**config.mk**
```make
export PLATFORM = sky130hd
export DESIGN_NAME = dchain_frame_tx
export DESIGN_NICKNAME = d
export VERILOG_FILES = /design/src/rtl/dchain_pkg.sv /design/src/rtl/dchain_frame_build.sv /design/src/rtl/dchain_tick.sv /design/src/rtl/dchain_seq.sv /design/src/rtl/dchain_frame_tx.sv
export SDC_FILE = /design/constraint.sdc
export NUM_CORES = 1
export LEC_CHECK = 0
export BUFFER_PORTS_ARGS = -buffer_cell sky130_fd_sc_hd__buf_2
export CORE_MARGIN = 2
export CORE_UTILIZATION = 52
export DETAILED_ROUTE_END_ITERATION = 16
export PLACE_DENSITY = 0.75
export SYNTH_ARGS = -nofsm -noshare
export SYNTH_HDL_FRONTEND = slang
export SYNTH_HIERARCHICAL = 1
export SYNTH_SLANG_ARGS = --single-unit
```
**constraint.sdc**
```tcl
create_clock -name clk -period 2.4 [get_ports clk]
set_input_delay 0.24 -clock clk [delete_from_list [all_inputs] [get_ports clk]]
set_output_delay 0.24 -clock clk [all_outputs]
set_load 0.05 [all_outputs]
```
**src/rtl/dchain_pkg.sv**
```systemverilog
package dchain_pkg;
   localparam int WORD_W = 12;
   localparam int ADDR_W = 2;
   localparam int CTL_W  = 2;
   localparam int DATA_W = 8;

   typedef struct packed {
      logic [ADDR_W-1:0] addr;
      logic [CTL_W-1:0]  ctl;
      logic [DATA_W-1:0] data;
   } dev_word_t;

   localparam dev_word_t NOP_WORD = '0;

   typedef enum logic [2:0] {
      ST_IDLE,
      ST_LOW,
      ST_HIGH,
      ST_TAIL,
      ST_GAPA,
      ST_GAPB
   } seq_state_t;
endpackage

```
**src/rtl/dchain_frame_build.sv**
```systemverilog
module dchain_frame_build
   import dchain_pkg::*;
#(
   parameter int NDEV = 3,
   localparam int FRAME_W = WORD_W * NDEV
) (
   input  logic [NDEV-1:0]        valid_mask,
   input  logic [ADDR_W*NDEV-1:0] req_addr,
   input  logic [CTL_W*NDEV-1:0]  req_ctl,
   input  logic [DATA_W*NDEV-1:0] req_data,
   output logic [FRAME_W-1:0]     frame
);
   // Slot g sits at bits [12g+11:12g]; the top slot leaves first.
   for (genvar g = 0; g < NDEV; g++) begin : g_slot
      dev_word_t word;
      assign word.addr = req_addr[g*ADDR_W +: ADDR_W];
      assign word.ctl  = req_ctl[g*CTL_W +: CTL_W];
      assign word.data = req_data[g*DATA_W +: DATA_W];
      assign frame[g*WORD_W +: WORD_W] = valid_mask[g] ? word : NOP_WORD;
   end
endmodule

```
**src/rtl/dchain_tick.sv**
```systemverilog
module dchain_tick #(
   parameter int W = 8
) (
   input  logic         clk,
   input  logic         rst_n,
   input  logic         run,
   input  logic [W-1:0] limit,
   output logic         tick
);
   logic [W-1:0] cnt;

   assign tick = run && (cnt == limit);

   always_ff @(posedge clk or negedge rst_n) begin
      if (!rst_n) begin
         cnt <= '0;
      end else if (!run || tick) begin
         cnt <= '0;
      end else begin
         cnt <= cnt + 1'b1;
      end
   end
endmodule

```
**src/rtl/dchain_seq.sv**
```systemverilog
module dchain_seq
   import dchain_pkg::*;
#(
   parameter int NDEV  = 3,
   parameter int DIV_W = 8,
   localparam int FRAME_W = WORD_W * NDEV,
   localparam int BIT_W   = $clog2(FRAME_W)
) (
   input  logic               clk,
   input  logic               rst_n,
   input  logic               start,
   input  logic [FRAME_W-1:0] frame_in,
   input  logic [DIV_W-1:0]   div_in,
   input  logic               tick,
   output logic               run,
   output logic [DIV_W-1:0]   lim,
   output logic               sclk,
   output logic               din,
   output logic               cs_n,
   output logic               busy,
   output logic               done
);
   localparam logic [BIT_W-1:0] LAST_BIT = BIT_W'(FRAME_W - 1);

   seq_state_t         state;
   logic [FRAME_W-1:0] shreg;
   logic [BIT_W-1:0]   bit_idx;

   assign run  = (state != ST_IDLE);
   assign busy = run;
   assign sclk = (state == ST_HIGH);
   assign cs_n = !((state == ST_LOW) || (state == ST_HIGH) || (state == ST_TAIL));
   assign din  = shreg[FRAME_W-1];

   always_ff @(posedge clk or negedge rst_n) begin
      if (!rst_n) begin
         state   <= ST_IDLE;
         shreg   <= '0;
         bit_idx <= '0;
         lim     <= '0;
         done    <= 1'b0;
      end else begin
         done <= 1'b0;
         unique case (state)
            ST_IDLE: begin
               if (start) begin
                  shreg   <= frame_in;
                  lim     <= div_in;
                  bit_idx <= '0;
                  state   <= ST_LOW;
               end
            end
            ST_LOW: begin
               if (tick) state <= ST_HIGH;
            end
            ST_HIGH: begin
               if (tick) begin
                  if (bit_idx == LAST_BIT) begin
                     state <= ST_TAIL;
                  end else begin
                     // next bit presented on the falling edge
                     shreg   <= {shreg[FRAME_W-2:0], 1'b0};
                     bit_idx <= bit_idx + 1'b1;
                     state   <= ST_LOW;
                  end
               end
            end
            ST_TAIL: begin
               if (tick) state <= ST_GAPA;
            end
            ST_GAPA: begin
               if (tick) state <= ST_GAPB;
            end
            ST_GAPB: begin
               if (tick) begin
                  state <= ST_IDLE;
                  shreg <= '0;
                  done  <= 1'b1;
               end
            end
            default: state <= ST_IDLE;
         endcase
      end
   end
endmodule

```
**src/rtl/dchain_frame_tx.sv**
```systemverilog
module dchain_frame_tx
   import dchain_pkg::*;
#(
   parameter int NDEV  = 3,
   parameter int DIV_W = 8
) (
   input  logic                   clk,
   input  logic                   rst_n,
   input  logic                   start,
   input  logic [DIV_W-1:0]       div_half,
   input  logic [NDEV-1:0]        valid_mask,
   input  logic [ADDR_W*NDEV-1:0] req_addr,
   input  logic [CTL_W*NDEV-1:0]  req_ctl,
   input  logic [DATA_W*NDEV-1:0] req_data,
   output logic                   busy,
   output logic                   done,
   output logic                   sclk,
   output logic                   din,
   output logic                   cs_n
);
   localparam int FRAME_W = WORD_W * NDEV;

   if (NDEV < 1) begin : g_bad_ndev
      $error("dchain_frame_tx: NDEV must be at least 1");
   end
   if (DIV_W < 1) begin : g_bad_divw
      $error("dchain_frame_tx: DIV_W must be at least 1");
   end

   logic [FRAME_W-1:0] frame;
   logic               tick;
   logic               run;
   logic [DIV_W-1:0]   lim;

   dchain_frame_build #(.NDEV(NDEV)) i_build (
      .valid_mask (valid_mask),
      .req_addr   (req_addr),
      .req_ctl    (req_ctl),
      .req_data   (req_data),
      .frame      (frame)
   );

   dchain_tick #(.W(DIV_W)) i_tick (
      .clk   (clk),
      .rst_n (rst_n),
      .run   (run),
      .limit (lim),
      .tick  (tick)
   );

   dchain_seq #(.NDEV(NDEV), .DIV_W(DIV_W)) i_seq (
      .clk      (clk),
      .rst_n    (rst_n),
      .start    (start),
      .frame_in (frame),
      .div_in   (div_half),
      .tick     (tick),
      .run      (run),
      .lim      (lim),
      .sclk     (sclk),
      .din      (din),
      .cs_n     (cs_n),
      .busy     (busy),
      .done     (done)
   );
endmodule

```
# ---- Yosys cells after proc, flatten, opt, wreduce, memory -nomap -nowiden
# Index checks and enable logic that the tools add are counted.
dict set report op_classes {
  reduce_logical 14
  n_eq_ne 14
  add_sub_neg 2
  muxes 23
}
# op n
set op_table {}
lappend op_table {{36-bit 2-to-1 mux} 4}
lappend op_table {{36-bit one-hot mux with 3 select lines} 1}
lappend op_table {{12-bit 2-to-1 mux} 3}
lappend op_table {{3-bit 2-to-1 mux} 6}
lappend op_table {{6-bit 2-to-1 mux} 3}
lappend op_table {{3-bit one-hot mux with 6 select lines} 1}
lappend op_table {{2-bit inequality test (second input constant)} 6}
lappend op_table {{6-bit one-hot mux with 2 select lines} 1}
lappend op_table {{8-bit by 1-bit adder with 8-bit output (second input constant)} 1}
lappend op_table {{8-bit == test} 1}
lappend op_table {{8-bit 2-to-1 mux} 1}
lappend op_table {{6-bit by 1-bit adder with 6-bit output (second input constant)} 1}
lappend op_table {{3-bit by 2-bit == test with 1-bit output (second input constant)} 2}
lappend op_table {{3-bit == test (second input constant)} 2}
lappend op_table {{6-bit == test (second input constant)} 1}
lappend op_table {{6-bit AND reduction} 1}
lappend op_table {{3-bit nonzero test} 2}
lappend op_table {{5-bit AND reduction} 1}
lappend op_table {{4-bit AND reduction} 1}
lappend op_table {{3-bit by 1-bit == test with 1-bit output (second input constant)} 1}
lappend op_table {{3-bit zero test} 1}
lappend op_table {{1-bit logical OR} 3}
lappend op_table {{1-bit zero test} 2}
lappend op_table {{1-bit 2-to-1 mux} 2}
lappend op_table {{other kinds (5)} 5}
dict set report totals {
  elab_cells 59
  input_bits 50
  reg_bits 62
}

# ---- Longest topological paths before layout
# Gate-level depths: netlist (run 1).
dict set report logic_depth {
  ltp_word 4
  mapped_depth 11
}

# ---- Modules after synthesis
# The synthesis (run 1) kept the hierarchy.
# module n_inst cells_each area_each_um2 seq_area_each_um2
set modules_own_cells {}
lappend modules_own_cells {dchain_seq 1 282 3037.9 1351.3}
lappend modules_own_cells {dchain_tick 1 46 500.5 200.2}
lappend modules_own_cells {dchain_frame_build 1 39 287.8 0.0}

# ---- Worst setup path after synthesis (run 1)
# OpenSTA, ideal clock, no wires.
dict set report synth_timing {
  path_kind {flip-flop to flip-flop}
  startpoint {reg i_seq.state[1]}
  endpoint {reg i_seq.shreg[10]}
  arrival_ps 2759
  setup_time_ps 125
  path_slack_ps -484
  path_stages_with_launch 12
  period_less_slack_ps 2884
  path_buffers 5
  cell_sequence {dfrtp_1 > buf_4 > clkbuf_1 > or3_1 > buf_4 > and3_1 > buf_4 > and4b_1 > nor2_1 > o21ai_4 > buf_12 > mux2_4}
}
dict set report synth_between {
  elab_chain_len 4
}
# element line_no
set synth_rtl {}
lappend synth_rtl {{start: declaration} dchain_seq.sv:25} ;# seq_state_t state;
lappend synth_rtl {{start signal: assignment} dchain_seq.sv:37} ;# state <= ST_IDLE;
lappend synth_rtl {{start signal: assignment} dchain_seq.sv:50} ;# state <= ST_LOW;
lappend synth_rtl {{start signal: assignment} dchain_seq.sv:54} ;# if (tick) state <= ST_HIGH;
lappend synth_rtl {{3-bit nonzero test *} dchain_seq.sv:29} ;# assign run = (state != ST_IDLE);
lappend synth_rtl {{net busy} dchain_frame_tx.sv:15} ;# output logic busy,
lappend synth_rtl {{1-bit logical AND *} dchain_tick.sv:12} ;# assign tick = run && (cnt == limit);
lappend synth_rtl {{net tick} dchain_frame_tx.sv:31} ;# logic tick;
lappend synth_rtl {{2-bit inequality test (no source line) or 2-bit by 1-bit inequality test with 1-bit output (tied branches)} n/a}
lappend synth_rtl {{5-bit AND reduction (no source line) *} n/a}
lappend synth_rtl {{end signal: assignment} dchain_seq.sv:47} ;# shreg <= frame_in;
lappend synth_rtl {{end signal: assignment} dchain_seq.sv:62} ;# shreg <= {shreg[FRAME_W-2:0], 1'b0};
lappend synth_rtl {{end: declaration} dchain_seq.sv:26} ;# logic [FRAME_W-1:0] shreg;
# Mark *: on every way through the listed nets, which the timed path passes. The rest lies on a longest branch.
# A chain may end at the register's enable or synchronous reset.

# ---- Worst setup path after layout (run 1)
dict set report layout_timing {
  startpoint {reg i_tick.cnt[1]}
  endpoint {reg i_seq.shreg[27]}
}
dict set report layout_between {
  elab_chain_len 4
}
# element line_no
set layout_rtl {}
lappend layout_rtl {{start: declaration} dchain_tick.sv:10} ;# logic [W-1:0] cnt;
lappend layout_rtl {{start signal: assignment} dchain_tick.sv:20} ;# cnt <= cnt + 1'b1;
lappend layout_rtl {{8-bit == test *} dchain_tick.sv:12}
lappend layout_rtl {{1-bit logical AND *} dchain_tick.sv:12}
lappend layout_rtl {{net tick} dchain_frame_tx.sv:31}
lappend layout_rtl {{2-bit inequality test (no source line) or 2-bit by 1-bit inequality test with 1-bit output (tied branches)} n/a}
lappend layout_rtl {{5-bit AND reduction (no source line) *} n/a}
# Marks and branches as above.

==> results.rst, run 1 <==
.. list-table::
   :header-rows: 1

   * - Metric
     - Value
   * - Die height
     - 89.78 um
   * - Fillers
     - 577
   * - Minimum clock period after layout
     - 2.395 ns
   * - Final Skew
     - 0.01097 ns
   * - Number of storage elements in the synthesis netlist
     - 62
   * - Global-route wire length before repair
     - 13.85 mm
   * - Clock latency at the later pin of the worst-skew pair
     - 0.34 ns
   * - Number of warnings issued by yosys
     - 6
   * - Maximum clock rate
     - 417.6 MHz
   * - Count of nets left with antenna violations after detail routing
     - 0
   * - Number of setup violations in the final report
     - 0
   * - Avg Vias per Cell
     - 5.593
   * - Number of CTS-inserted buffers
     - 9
   * - Destination of the worst register-to-register timing path
     - i_seq/shreg[27]
   * - Die area
     - 8060 um^2
   * - Post-Syn Nets
     - 419
   * - Startpoint of the worst hold path
     - div_half[3]
   * - Maximum root-to-sink buffer count
     - 2
   * - Synthesized instance count
     - 367
   * - Number of antenna violations at the first check in global routing
     - 0
   * - Number of nets in the final layout
     - 479
   * - RSZ-0062 raised after global routing
     - true
   * - Max-Cap Viols
     - 0
   * - CP Max Fanout
     - 7
   * - Final Hold Fails
     - 0
   * - Unique masters post-synth
     - 48
   * - Width of the chip
     - 89.78 um
   * - Cell depth of the worst hold path
     - 2
   * - Worst path arrival time
     - 2.62 ns
   * - Post-synthesis sequential area ratio
     - 40.55%
   * - Launch point of the worst reg-to-reg path
     - i_tick/cnt[1]
   * - Placed cell areas
     - 4183 um^2
   * - Setup slack of the most critical reg-to-reg path
     - 0.005 ns
   * - Crit end category
     - flip-flop
   * - Critical Path, Cell by Cell
     - xor2_1, nor4_2, and3_4, and4b_1, nor2_2, o21ai_4, clkbuf_16, mux2_4
   * - Pin count of the biggest net entering global routing
     - 37
   * - Total via count in the routed design
     - 2,970
   * - Count of input and output buffers
     - 54
   * - Number of synthesized flops with an enable pin
     - 0
   * - Relative slew slack
     - 56.82%
   * - Total Routed Length
     - 8.551 mm
   * - Drt drc
     - 0
   * - Reported leakage power
     - 2.149 nW
   * - Result of the run
     - completed
   * - Fraction of layout instances using a drive strength above 1
     - 39.81%
   * - Startpoint type of the worst setup path
     - flip-flop
   * - Core outline area
     - 7176 um^2
   * - Final number of max-transition violations
     - 0
   * - R2r worst-path depth
     - 8
   * - Kind of critical path
     - reg2reg
   * - Fraction of synthesis flops using an asynchronous set or reset pin
     - 100.0%
   * - Area of the mapped netlist
     - 3826 um^2
   * - Clock tree from TritonCTS
     - yes
   * - Final weighted congestion of routability-driven global placement
     - 0.7950
   * - Violation count after the first detailed-route iteration
     - 148
   * - Delay of the slowest cell on the worst path
     - 0.40 ns
   * - Worst hold-check path type
     - in2reg
   * - Clock transition at path regs
     - 0.07 ns
   * - Period utilisation layout
     - 99.78%
   * - Layout overhead on the synthesized area
     - 17.99%
   * - Starting density of the core
     - 53.32%
   * - Main synth FF type
     - dfrtp_1
   * - Sinks on Clock Net
     - 62
   * - Total global routing track utilization
     - 20.93%
   * - Detailed-routing iteration count for the pre-antenna-repair pass
     - 4
   * - Design Area, Final
     - 4514 um^2
   * - Deepest level of the CTS H-tree
     - 3
   * - Slowest stage cell on the critical path
     - dfrtp_1
   * - Syn avg cell area
     - 10.43 um^2
   * - Routed length per instance
     - 16.10 um
   * - WP data required
     - 2.62 ns
   * - Number of standard-cell rows in the floorplan
     - 31
   * - Total I/O pin count
     - 55
   * - Transition time of the tightest slew-check pin
     - 0.6477 ns
   * - Post-Route Hold Slack
     - 0.1293 ns
   * - Power per cell area
     - 982.8 nW/um^2
   * - Via count of the first global-routing pass
     - 2,967
   * - Gr ovfl total
     - 0
   * - Antenna diode count
     - 0
   * - WHS Endpoint
     - i_seq/lim[3]
   * - Maximum vdd drop
     - 0.4417 mV
   * - Clock Root Buffer
     - clkbuf_8
   * - Sum of net half-perimeters after detailed placement
     - 5.502 mm
==> per-stage QoR <==
step,setup WS (ns),TNS [ns],util [%],power (mW),std cells
floorplan,-0.1594,-5.021,-,2.990,367
global placement,0.1101,0,58.29,3.271,508
detailed placement,0.06319,0,58.29,3.338,508
CTS,0.05231,0,61.53,4.383,525
global route,-0.08815,-1.823,62.91,4.695,531
finish,0.005396,0,62.91,4.436,531
==> power by group <==
group	switching (mW)	total [mW]	internal (mW)
Combinational	0.814	1.69	0.874
Sequential	0.284	1.72	1.44
Clock	0.415	1.02	0.609
==> cells in the mapped netlist (all sizes together) (2+ instances only) <==
cell | number | area [um^2]
o211ai | 2 | 15.01
nand2 | 9 | 41.29
a221oi | 4 | 35.03
nor4 | 3 | 31.28
xor2 | 10 | 102.6
inv | 5 | 18.77
o22a | 2 | 17.52
ha | 2 | 25.02
mux2i | 3 | 30.03
a21o | 3 | 22.52
a21oi | 36 | 180.2
buf | 13 | 153.9
and2 | 36 | 254.0
nand3 | 6 | 30.03
o22ai | 35 | 219.0
nand2b | 2 | 12.51
dfrtp | 62 | 1551
clkbuf | 16 | 60.06
o21ai | 9 | 56.31
mux2 | 43 | 596.8
nor2 | 39 | 146.4
or3 | 6 | 37.54
a211oi | 5 | 37.54
==> cells in the final DEF, fill, tap and decap left out, drive strengths merged, types with 2 or more instances in the layout <==
cell      count
bufinv        2
clkinv        3
clkbuf       12
mux2         43
a221oi        4
nand2         9
clkinvlp      2
nor2         39
nand2b        2
inv           5
nor4          3
ha            2
o22a          2
and2         36
o211ai        2
a21o          3
nand3         6
buf          75
mux2i         3
a21oi        36
o21ai         9
or3           6
xor2         10
dfrtp        62
o22ai        35
a211oi        5
==> critical path, delay by kind of cell, from the launching register on <==
kind	cells	cell delay [ns]
mux	1	0.30
xor+xnor	1	0.18
compound gates	1	0.18
simple gates	4	0.97
flops	1	0.40
buf+inv	1	0.26
==> sequential cells by signal, indices dropped and copies added, names as in the netlist <==
register	flops
i_tick/cnt	8
i_seq/bit_idx	6
i_seq/state	3
i_seq/shreg	36
i_seq/done	1
i_seq/lim	8
==> kinds of logic after synthesis <==
group / count (synthesis) / synth area share (%)
AO/OA/AOI/OAI: 100 / 16.15
XOR/XNOR: 11 / 2.910
adder cells (fa/ha/maj): 2 / 0.6539
buffers and inverters: 35 / 6.508
flip-flops: 62 / 40.55
multiplexers: 46 / 16.38
AND/OR/NAND/NOR: 111 / 16.84
==> area by class of cell <==
type / count / area, um^2 / area share, %
clock buffer: 10 / 137.6 / 3.049
clock inverter: 6 / 85.08 / 1.885
inverter: 6 / 35.03 / 0.7761
multi-input combinational: 270 / 2061 / 45.65
sequential: 62 / 1551 / 34.37
tap: 99 / 123.9 / 2.744
timing repair buffer: 78 / 520.5 / 11.53
==> per-layer routing <==
metal  track usage (%)  wire length [um]  up-vias  share of wire, %
li1                  -                 -     1439                 -
met1             26.99              3843     1448                45
met2             34.53              4212       70                49
met3             5.700               372       13               4.4
met4             6.667               123        0               1.4
met5                 0                 0        -                 0
==> worst max path at each step <==
stage / startpoint / to / slack (ns) / cells after the start
after floorplan: i_seq/state[1] / i_seq/shreg[10] / -0.16 / 11
after global placement: i_tick/cnt[0] / i_seq/shreg[17] / 0.11 / 8
after detailed placement: i_tick/cnt[0] / i_seq/shreg[12] / 0.06 / 8
after CTS: i_seq/lim[5] / i_seq/shreg[7] / 0.05 / 8
after global routing: i_tick/cnt[1] / i_seq/shreg[29] / -0.09 / 8
final: i_tick/cnt[1] / i_seq/shreg[27] / 0.005 / 8
==> repair_timing <==
item | CTS | global route
hold buffers | 1 | 0
endpoints found under the setup margin | 0 | 34
resized for setup | 0 | 4
hold endpoints to repair | 26 | 0
setup buffers | 0 | 3
Power figures use the tool's default switching activity.
==> run 2: changes to the inputs <==
--- a/config.mk
+++ b/config.mk
@@ -7,9 +7,10 @@
 export LEC_CHECK = 0
 export BUFFER_PORTS_ARGS = -buffer_cell sky130_fd_sc_hd__buf_2
 export CORE_MARGIN = 2
-export CORE_UTILIZATION = 52
+export CORE_UTILIZATION = 62
 export DETAILED_ROUTE_END_ITERATION = 16
-export PLACE_DENSITY = 0.75
+export PLACE_DENSITY = 0.84
+export SETUP_SLACK_MARGIN = 0.4
 export SYNTH_ARGS = -nofsm -noshare
 export SYNTH_HDL_FRONTEND = slang
 export SYNTH_HIERARCHICAL = 1
==> constraint.sdc (replaced) <==
create_clock -name clk -period 3 [get_ports clk]
set_input_delay 0.3 -clock clk [delete_from_list [all_inputs] [get_ports clk]]
set_output_delay 0.3 -clock clk [all_outputs]
set_load 0.05 [all_outputs]
==> run 2 against run 1 <==
Sequential power down 17%. Final cell count down 7.0%. Core utilization up 9.1 points. Non-clock buffer count down 13. Die area down 15%. Register-to-register slack better by 0.50 ns. Sequential share of layout area up 1.8 points. First-iteration DRC count up 66%. Worst hold slack better by 0.075 ns.
==> results.rst, run 2 (synthesis results as in run 1) <==
.. list-table::
   :header-rows: 1

   * - Metric
     - Value
   * - Number of flip-flops under the largest register name
     - 36 (unchanged)
   * - Minimum clock period after layout
     - 2.493 ns (+0.09886 ns)
   * - Pin count of the biggest net entering global routing
     - 38 (+2.7%)
   * - Total global routing track utilization
     - 26.27% (+5.3 points)
   * - Via count of the first global-routing pass
     - 2,962 (-0.17%)
   * - Reported leakage power
     - 2.052 nW (-4.5%)
   * - # Post-CTS Setup Buffers
     - 0 (unchanged)
   * - Count of input and output buffers
     - 54 (unchanged)
   * - Final number of max-transition violations
     - 0 (unchanged)
   * - Destination of the worst register-to-register timing path
     - i_seq/shreg[5]
   * - Core outline area
     - 5956 um^2 (-17%)
   * - Power per cell area
     - 792.3 nW/um^2 (-19%)
   * - Worst hold-check path type
     - in2reg
   * - Met3 routed wirelength
     - 383 um (+3.0%)
   * - Cell depth of the worst hold path
     - 2 (unchanged)
   * - Clock Root Buffer
     - clkbuf_8
   * - Total via count in the routed design
     - 2,999 (+0.98%)
   * - WP data required
     - 3.20 ns (+0.58 ns)
   * - Startpoint type of the worst setup path
     - flip-flop
   * - Setup slack of the most critical reg-to-reg path
     - 0.51 ns (+0.50 ns)
   * - Sinks on Clock Net
     - 62 (unchanged)
   * - Routed length per instance
     - 17.15 um (+6.5%)
   * - Clock transition at path regs
     - 0.07 ns (about the same)
   * - Crit end category
     - flip-flop
   * - Total Power Consumption
     - 3.396 mW (-23%)
   * - Clock tree from TritonCTS
     - yes
   * - Global-route wire length before repair
     - 13.74 mm (-0.80%)
   * - Leading registers by flop count
     - i_seq/shreg x36, i_seq/lim x8, i_tick/cnt x8
   * - Gr ovfl total
     - 0 (unchanged)
   * - Setup slack of the critical path after layout
     - 0.5065 ns (+0.5011 ns)
   * - Antenna diode count
     - 0 (unchanged)
   * - Maximum root-to-sink buffer count
     - 2 (unchanged)
   * - Fraction of layout instances using a drive strength above 1
     - 37.47% (-2.3 points)
   * - Width of the chip
     - 82.56 um (-8.0%)
   * - Total Routed Length
     - 8.473 mm (-0.91%)
   * - Most common library cell in the layout ignoring fill and taps
     - dfrtp_1
   * - RSZ-0062 raised after global routing
     - false
   * - Post-Route M1 WL
     - 3.653 mm (-4.9%)
   * - Final Hold Fails
     - 0 (unchanged)
   * - Count of nets left with antenna violations after detail routing
     - 0 (unchanged)
   * - Number of antenna violations at the first check in global routing
     - 0 (unchanged)
   * - Sum of net half-perimeters after detailed placement
     - 5.579 mm (+1.4%)
   * - WHS Endpoint
     - i_seq/lim[4]
   * - Startpoint of the worst hold path
     - div_half[4]
   * - Starting density of the core
     - 64.24% (+11 points)
   * - Max-Cap Viols
     - 0 (unchanged)
   * - Pre-CTS setup slack
     - 0.4600 ns (+0.3968 ns)
   * - Layout overhead on the synthesized area
     - 12.03%
   * - CP Max Fanout
     - 35 (+28)
   * - Total I/O pin count
     - 55 (unchanged)
   * - Number of standard-cell rows in the floorplan
     - 28 (-9.7%)
   * - Final Skew
     - 0.01060 ns (-0.0003644 ns)
   * - Launch point of the worst reg-to-reg path
     - i_tick/cnt[5]
   * - Detailed-routing iteration count for the pre-antenna-repair pass
     - 4 (unchanged)
   * - Die area
     - 6815 um^2 (-15%)
   * - Number of CTS-inserted buffers
     - 9 (unchanged)
   * - Transition time of the tightest slew-check pin
     - 0.6255 ns (-0.02218 ns)
   * - Drt drc
     - 0 (unchanged)
   * - Period utilisation layout
     - 83.12% (-17 points)
   * - Die height
     - 82.56 um (-8.0%)
   * - Amount of wire on met2 after detailed routing
     - 4.331 mm (+2.8%)
   * - Final sum of negative setup slack
     - 0 ns (unchanged)
   * - Maximum vdd drop
     - 0.5052 mV (+14%)
   * - Violation count after the first detailed-route iteration
     - 245 (+66%)
   * - Register with the most flip-flops
     - i_seq/shreg
   * - Kind of critical path
     - reg2reg
   * - Avg Vias per Cell
     - 6.071 (+8.5%)
   * - Leading cell types in the layout, fill and taps excluded
     - dfrtp_1, buf_2, nor2_1
   * - Number of setup violations in the final report
     - 0 (unchanged)
   * - Max Used Layer
     - met4
   * - Worst path arrival time
     - 2.70 ns (+0.08 ns)
   * - Clock latency at the later pin of the worst-skew pair
     - 0.33 ns (about the same)
   * - Maximum clock rate
     - 401.0 MHz (-4.0%)
   * - Deepest level of the CTS H-tree
     - 3 (unchanged)
   * - Result of the run
     - completed
   * - Relative slew slack
     - 58.30% (+1.5 points)
   * - Number of nets in the final layout
     - 466 (-2.7%)
   * - Final weighted congestion of routability-driven global placement
     - 0.8372 (+5.3%)
   * - R2r worst-path depth
     - 8 (unchanged)
==> run 2: changes by cell type in the layout (fill, tap and decap cells not counted), sizes merged <==
cell,before,now
clkbuf,12,13
clkinvlp,2,1
clkinv,3,2
buf,75,64
bufinv,2,1
==> run 2: what timing repair did <==
item / CTS / global route
gates resized for setup: 0 / 1
setup endpoints to repair: 0 / 28
hold buffers: 1 / 0
endpoints found under the hold margin: 17 / 0
==> run 2: layer usage <==
layer / track usage, % / vias up
li1: - / 1413
met1: 33.45 / 1474
met2: 44.60 / 100
met3: 4.348 / 12
met4: 10.33 / 0
met5: 0 / -
==> run 2: how the worst max path moves through the flow <==
stage / start / endpoint / slack, ns / depth (start not counted)
6_report: i_tick/cnt[5] / i_seq/shreg[5] / 0.51 / 8
5_1_grt: i_tick/cnt[5] / i_seq/shreg[5] / 0.46 / 8
4_1_cts: i_tick/cnt[5] / i_seq/shreg[5] / 0.43 / 8
3_5_place_dp: i_tick/cnt[5] / i_seq/shreg[1] / 0.46 / 8
3_3_place_gp: i_tick/cnt[5] / i_seq/shreg[5] / 0.54 / 8
2_1_floorplan: i_seq/state[1] / i_seq/shreg[10] / 0.40 / 11
==> run 2: per-stage QoR <==
| step | hold WS (ns) | std cells | utilization (%) | area [um^2] |
|---|---|---|---|---|
| 2_1_floorplan | 0.004409 | 367 | - | 3847 |
| 3_3_place_gp | 0.3432 | 477 | 68.40 | 4074 |
| 3_5_place_dp | 0.3531 | 477 | 68.40 | 4074 |
| 4_1_cts | 0.1917 | 494 | 71.95 | 4285 |
| 5_1_grt | 0.1898 | 494 | 71.97 | 4287 |
| 6_report | 0.2038 | 494 | 71.97 | 4287 |
==> run 2: worst max-delay path, stage by stage, from the launching register on <==
cell,delay (ns)
dfrtp_1,0.44
xor2_1,0.17
nor4_2,0.32
and3_2,0.35
and4b_1,0.29
nor2_2,0.06
o21ai_4,0.07
buf_12,0.27
mux2_2,0.38
==> run 2: layout make-up <==
type | count | area, um^2
multi-input cells | 270 | 2037
fillers | 427 | 1669
flip-flops and latches | 62 | 1551
repair buffers | 65 | 367.9
clock buffers | 13 | 158.9
well taps | 75 | 93.84
clock inverters | 3 | 42.54
inverters | 6 | 35.03
==> run 2: report_power, final <==
| group | switching (mW) | leakage [nW] | total (mW) | internal, mW |
|---|---|---|---|---|
| clock | 0.314 | 0.0996 | 0.743 | 0.429 |
| combinational | 0.602 | 1.15 | 1.22 | 0.621 |
| sequential | 0.279 | 0.800 | 1.43 | 1.15 |
| total | 1.19 | 2.05 | 3.40 | 2.20 |
==> run 3: changes to the inputs <==
--- a/config.mk
+++ b/config.mk
@@ -7,9 +7,9 @@
 export LEC_CHECK = 0
 export BUFFER_PORTS_ARGS = -buffer_cell sky130_fd_sc_hd__buf_2
 export CORE_MARGIN = 2
-export CORE_UTILIZATION = 62
+export CORE_UTILIZATION = 58
 export DETAILED_ROUTE_END_ITERATION = 16
-export PLACE_DENSITY = 0.84
+export PLACE_DENSITY = 0.8
 export SETUP_SLACK_MARGIN = 0.4
 export SYNTH_ARGS = -nofsm -noshare
 export SYNTH_HDL_FRONTEND = slang
==> constraint.sdc (replaced) <==
create_clock -name clk -period 2.35 [get_ports clk]
set_input_delay 0.235 -clock clk [delete_from_list [all_inputs] [get_ports clk]]
set_output_delay 0.235 -clock clk [all_outputs]
set_load 0.05 [all_outputs]
==> run 3 against run 2 <==
Worst hold slack worse by 0.080 ns. Count of clock-buffer cells in the layout decreased by 1. Critical path type unchanged. Global-route usage down 0.69 points. Critical path depth rose by 1. Sequential share of layout area is 2.5 points lower.
==> results.rst, run 3 (synthesis results as in run 1) <==
.. list-table::
   :header-rows: 1

   * - Metric
     - Value
   * - Slowest stage cell on the critical path
     - dfrtp_1
   * - Drt drc
     - 0 (unchanged)
   * - Total Routed Length
     - 9.043 mm (+6.7%)
   * - R2r worst-path depth
     - 9 (+1)
   * - Max-Cap Viols
     - 0 (unchanged)
   * - Power per cell area
     - 985.7 nW/um^2 (+24%)
   * - Maximum vdd drop
     - 0.6301 mV (+25%)
   * - Sinks on Clock Net
     - 62 (unchanged)
   * - Clock transition at path regs
     - 0.07 ns (about the same)
   * - Delay of the slowest cell on the worst path
     - 0.39 ns (-0.05 ns)
   * - Family with the most delay on the worst path
     - simple AND/OR/NAND/NOR gates
   * - Kind of critical path
     - reg2reg
   * - Violation count after the first detailed-route iteration
     - 275 (+12%)
   * - Pin count of the biggest net entering global routing
     - 38 (unchanged)
   * - Crit end category
     - flip-flop
   * - Startpoint of the worst hold path
     - div_half[6]
   * - Maximum root-to-sink buffer count
     - 2 (unchanged)
   * - Cell depth of the worst hold path
     - 2 (unchanged)
   * - Number of flip-flops under the largest register name
     - 36 (unchanged)
   * - Number of setup violations in the final report
     - 0 (unchanged)
   * - Final Skew
     - 0.01160 ns (+0.0009939 ns)
   * - Total I/O pin count
     - 55 (unchanged)
   * - Critical Path, Cell by Cell
     - xor2_1, nor4_2, and3_4, and4b_1, nor2_2, o21ai_4, buf_6, buf_16, mux2_4
   * - Register with the most flip-flops
     - i_seq/shreg
   * - Total via count in the routed design
     - 3,134 (+4.5%)
   * - Via count of the first global-routing pass
     - 3,043 (+2.7%)
   * - Leading registers by flop count
     - i_seq/shreg x36, i_seq/lim x8, i_tick/cnt x8
   * - Count of nets left with antenna violations after detail routing
     - 0 (unchanged)
   * - Worst path arrival time
     - 2.53 ns (-0.17 ns)
   * - Amount of wire on met2 after detailed routing
     - 4.289 mm (-0.97%)
   * - Number of standard-cell rows in the floorplan
     - 29 (+3.6%)
   * - Number of nets in the final layout
     - 487 (+4.5%)
   * - Global-route wire length before repair
     - 14.68 mm (+6.9%)
   * - Buf/Inv on CP
     - 2 (+1)
   * - Total global routing track utilization
     - 25.58% (-0.69 points)
   * - Transition time of the tightest slew-check pin
     - 0.6457 ns (+0.02014 ns)
   * - Sum of net half-perimeters after detailed placement
     - 5.549 mm (-0.54%)
   * - RSZ-0062 raised after global routing
     - true
   * - Detailed-routing iteration count for the pre-antenna-repair pass
     - 4 (unchanged)
   * - Period utilisation layout
     - 97.70% (+15 points)
   * - Deepest level of the CTS H-tree
     - 3 (unchanged)
   * - Number of CTS-inserted buffers
     - 9 (unchanged)
   * - Startpoint type of the worst setup path
     - flip-flop
   * - Antenna diode count
     - 0 (unchanged)
   * - Die height
     - 85.22 um (+3.2%)
   * - Setup slack of the most critical reg-to-reg path
     - 0.05 ns (-0.45 ns)
   * - Clock tree from TritonCTS
     - yes
   * - Minimum clock period after layout
     - 2.296 ns (-0.1975 ns)
   * - Relative slew slack
     - 56.96% (-1.3 points)
   * - Count of input and output buffers
     - 54 (unchanged)
   * - Most common library cell in the layout ignoring fill and taps
     - dfrtp_1
   * - Final number of max-transition violations
     - 0 (unchanged)
   * - Fillers
     - 430 (+0.70%)
   * - Width of the chip
     - 85.22 um (+3.2%)
   * - Leading cell types in the layout, fill and taps excluded
     - dfrtp_1, buf_2, nor2_1
   * - Fraction of layout instances using a drive strength above 1
     - 41.36% (+3.9 points)
   * - Clock Root Buffer
     - clkbuf_8
   * - Number of antenna violations at the first check in global routing
     - 0 (unchanged)
   * - Clock latency at the later pin of the worst-skew pair
     - 0.35 ns (+0.02 ns)
   * - Setup slack of the critical path after layout
     - 0.05401 ns (-0.4525 ns)
   * - Reported leakage power
     - 2.213 nW (+7.9%)
   * - Gr ovfl total
     - 0 (unchanged)
   * - Core outline area
     - 6350 um^2 (+6.6%)
   * - Max Used Layer
     - met4
   * - Layout overhead on the synthesized area
     - 20.37%
   * - Post-Route M1 WL
     - 4.004 mm (+9.6%)
   * - Pre-CTS setup slack
     - 0.04991 ns (-0.4101 ns)
   * - Met3 routed wirelength
     - 583 um (+52%)
   * - Post-Route Hold Slack
     - 0.1238 ns (-0.07994 ns)
   * - Result of the run
     - completed
   * - WHS Endpoint
     - i_seq/lim[6]
   * - Final Hold Fails
     - 0 (unchanged)
   * - Starting density of the core
     - 60.26% (-4.0 points)
   * - Avg Vias per Cell
     - 6.062 (-0.15%)
   * - CP Max Fanout
     - 10 (-71%)
   * - Maximum clock rate
     - 435.5 MHz (+8.6%)
   * - Worst hold-check path type
     - in2reg
   * - Die area
     - 7262 um^2 (+6.6%)
   * - Destination of the worst register-to-register timing path
     - i_seq/shreg[30]
   * - WP data required
     - 2.58 ns (-0.62 ns)
   * - Routed length per instance
     - 17.49 um (+2.0%)
   * - Final weighted congestion of routability-driven global placement
     - 0.8390 (+0.22%)
   * - Launch point of the worst reg-to-reg path
     - i_seq/lim[0]
==> run 3: cell count changes in the layout (fill, tap and decap cells not counted), sizes merged <==
cell,before,now
buf,64,85
clkbuf,13,12
clkinv,2,4
clkinvlp,1,0
==> run 3: worst reg2reg max path, cell delays in order (launching register included) <==
cell and delay (ns):
dfrtp_1 0.39, xor2_1 0.18, nor4_2 0.33, and3_4 0.27, and4b_1 0.24, nor2_2 0.07
o21ai_4 0.12, buf_6 0.15, buf_16 0.14, mux2_4 0.30
==> run 3: timing repair <==
action | 4_1_cts | 5_1_grt
hold buffers | 1 | 0
endpoints found under the hold margin | 25 | 0
buffers inserted | 7 | 2
gates resized for setup | 10 | 7
endpoints found under the setup margin | 42 | 43
pin swaps | 5 | 4
gates cloned | 3 | 0
==> run 3: cell type report <==
class / count / area, um^2 / area share [%]
Inverter: 6 / 35.03 / 0.7607
Multi-Input combinational cell: 270 / 2085 / 45.26
Timing Repair Buffer: 86 / 638.1 / 13.85
Clock inverter: 4 / 45.04 / 0.9780
Tap cell: 77 / 96.34 / 2.092
Sequential cell: 62 / 1551 / 33.69
Clock buffer: 12 / 155.1 / 3.369
==> run 3: how the worst max path moves through the flow <==
stage | cells after the start | to | start | slack [ns]
global placement | 8 | i_seq/shreg[5] | i_tick/cnt[0] | 0.11
global route | 9 | i_seq/shreg[28] | i_seq/lim[0] | -0.05
detailed placement | 8 | i_seq/shreg[5] | i_tick/cnt[0] | 0.05
CTS | 9 | i_seq/shreg[3] | i_tick/cnt[1] | 0.05
finish | 9 | i_seq/shreg[30] | i_seq/lim[0] | 0.05
floorplan | 11 | i_seq/shreg[10] | i_seq/state[1] | -0.21
==> run 3: layer usage <==
metal / global-route usage, % / vias to the layer above
li1: - / 1464
met2: 38.49 / 118
met4: 12.27 / 0
met1: 35.52 / 1533
met5: 0 / -
met3: 5.253 / 19
==> run 3: report_power, final <==
part / internal [mW] / total (mW) / switching (mW)
Combinational: 0.940 / 1.81 / 0.867
Clock: 0.543 / 0.961 / 0.419
Sequential: 1.47 / 1.77 / 0.301
==> run 3: metrics by stage <==
step	TNS [ns]	power, mW	utilization (%)	cell area (um^2)	std cells
CTS	0	4.480	71.94	4568	515
global placement	0	3.357	65.87	4183	488
global route	-1.111	4.792	72.53	4606	517
floorplan	-7.024	3.053	-	3869	367
detailed placement	0	3.444	65.87	4183	488
finish	0	4.540	72.53	4606	517
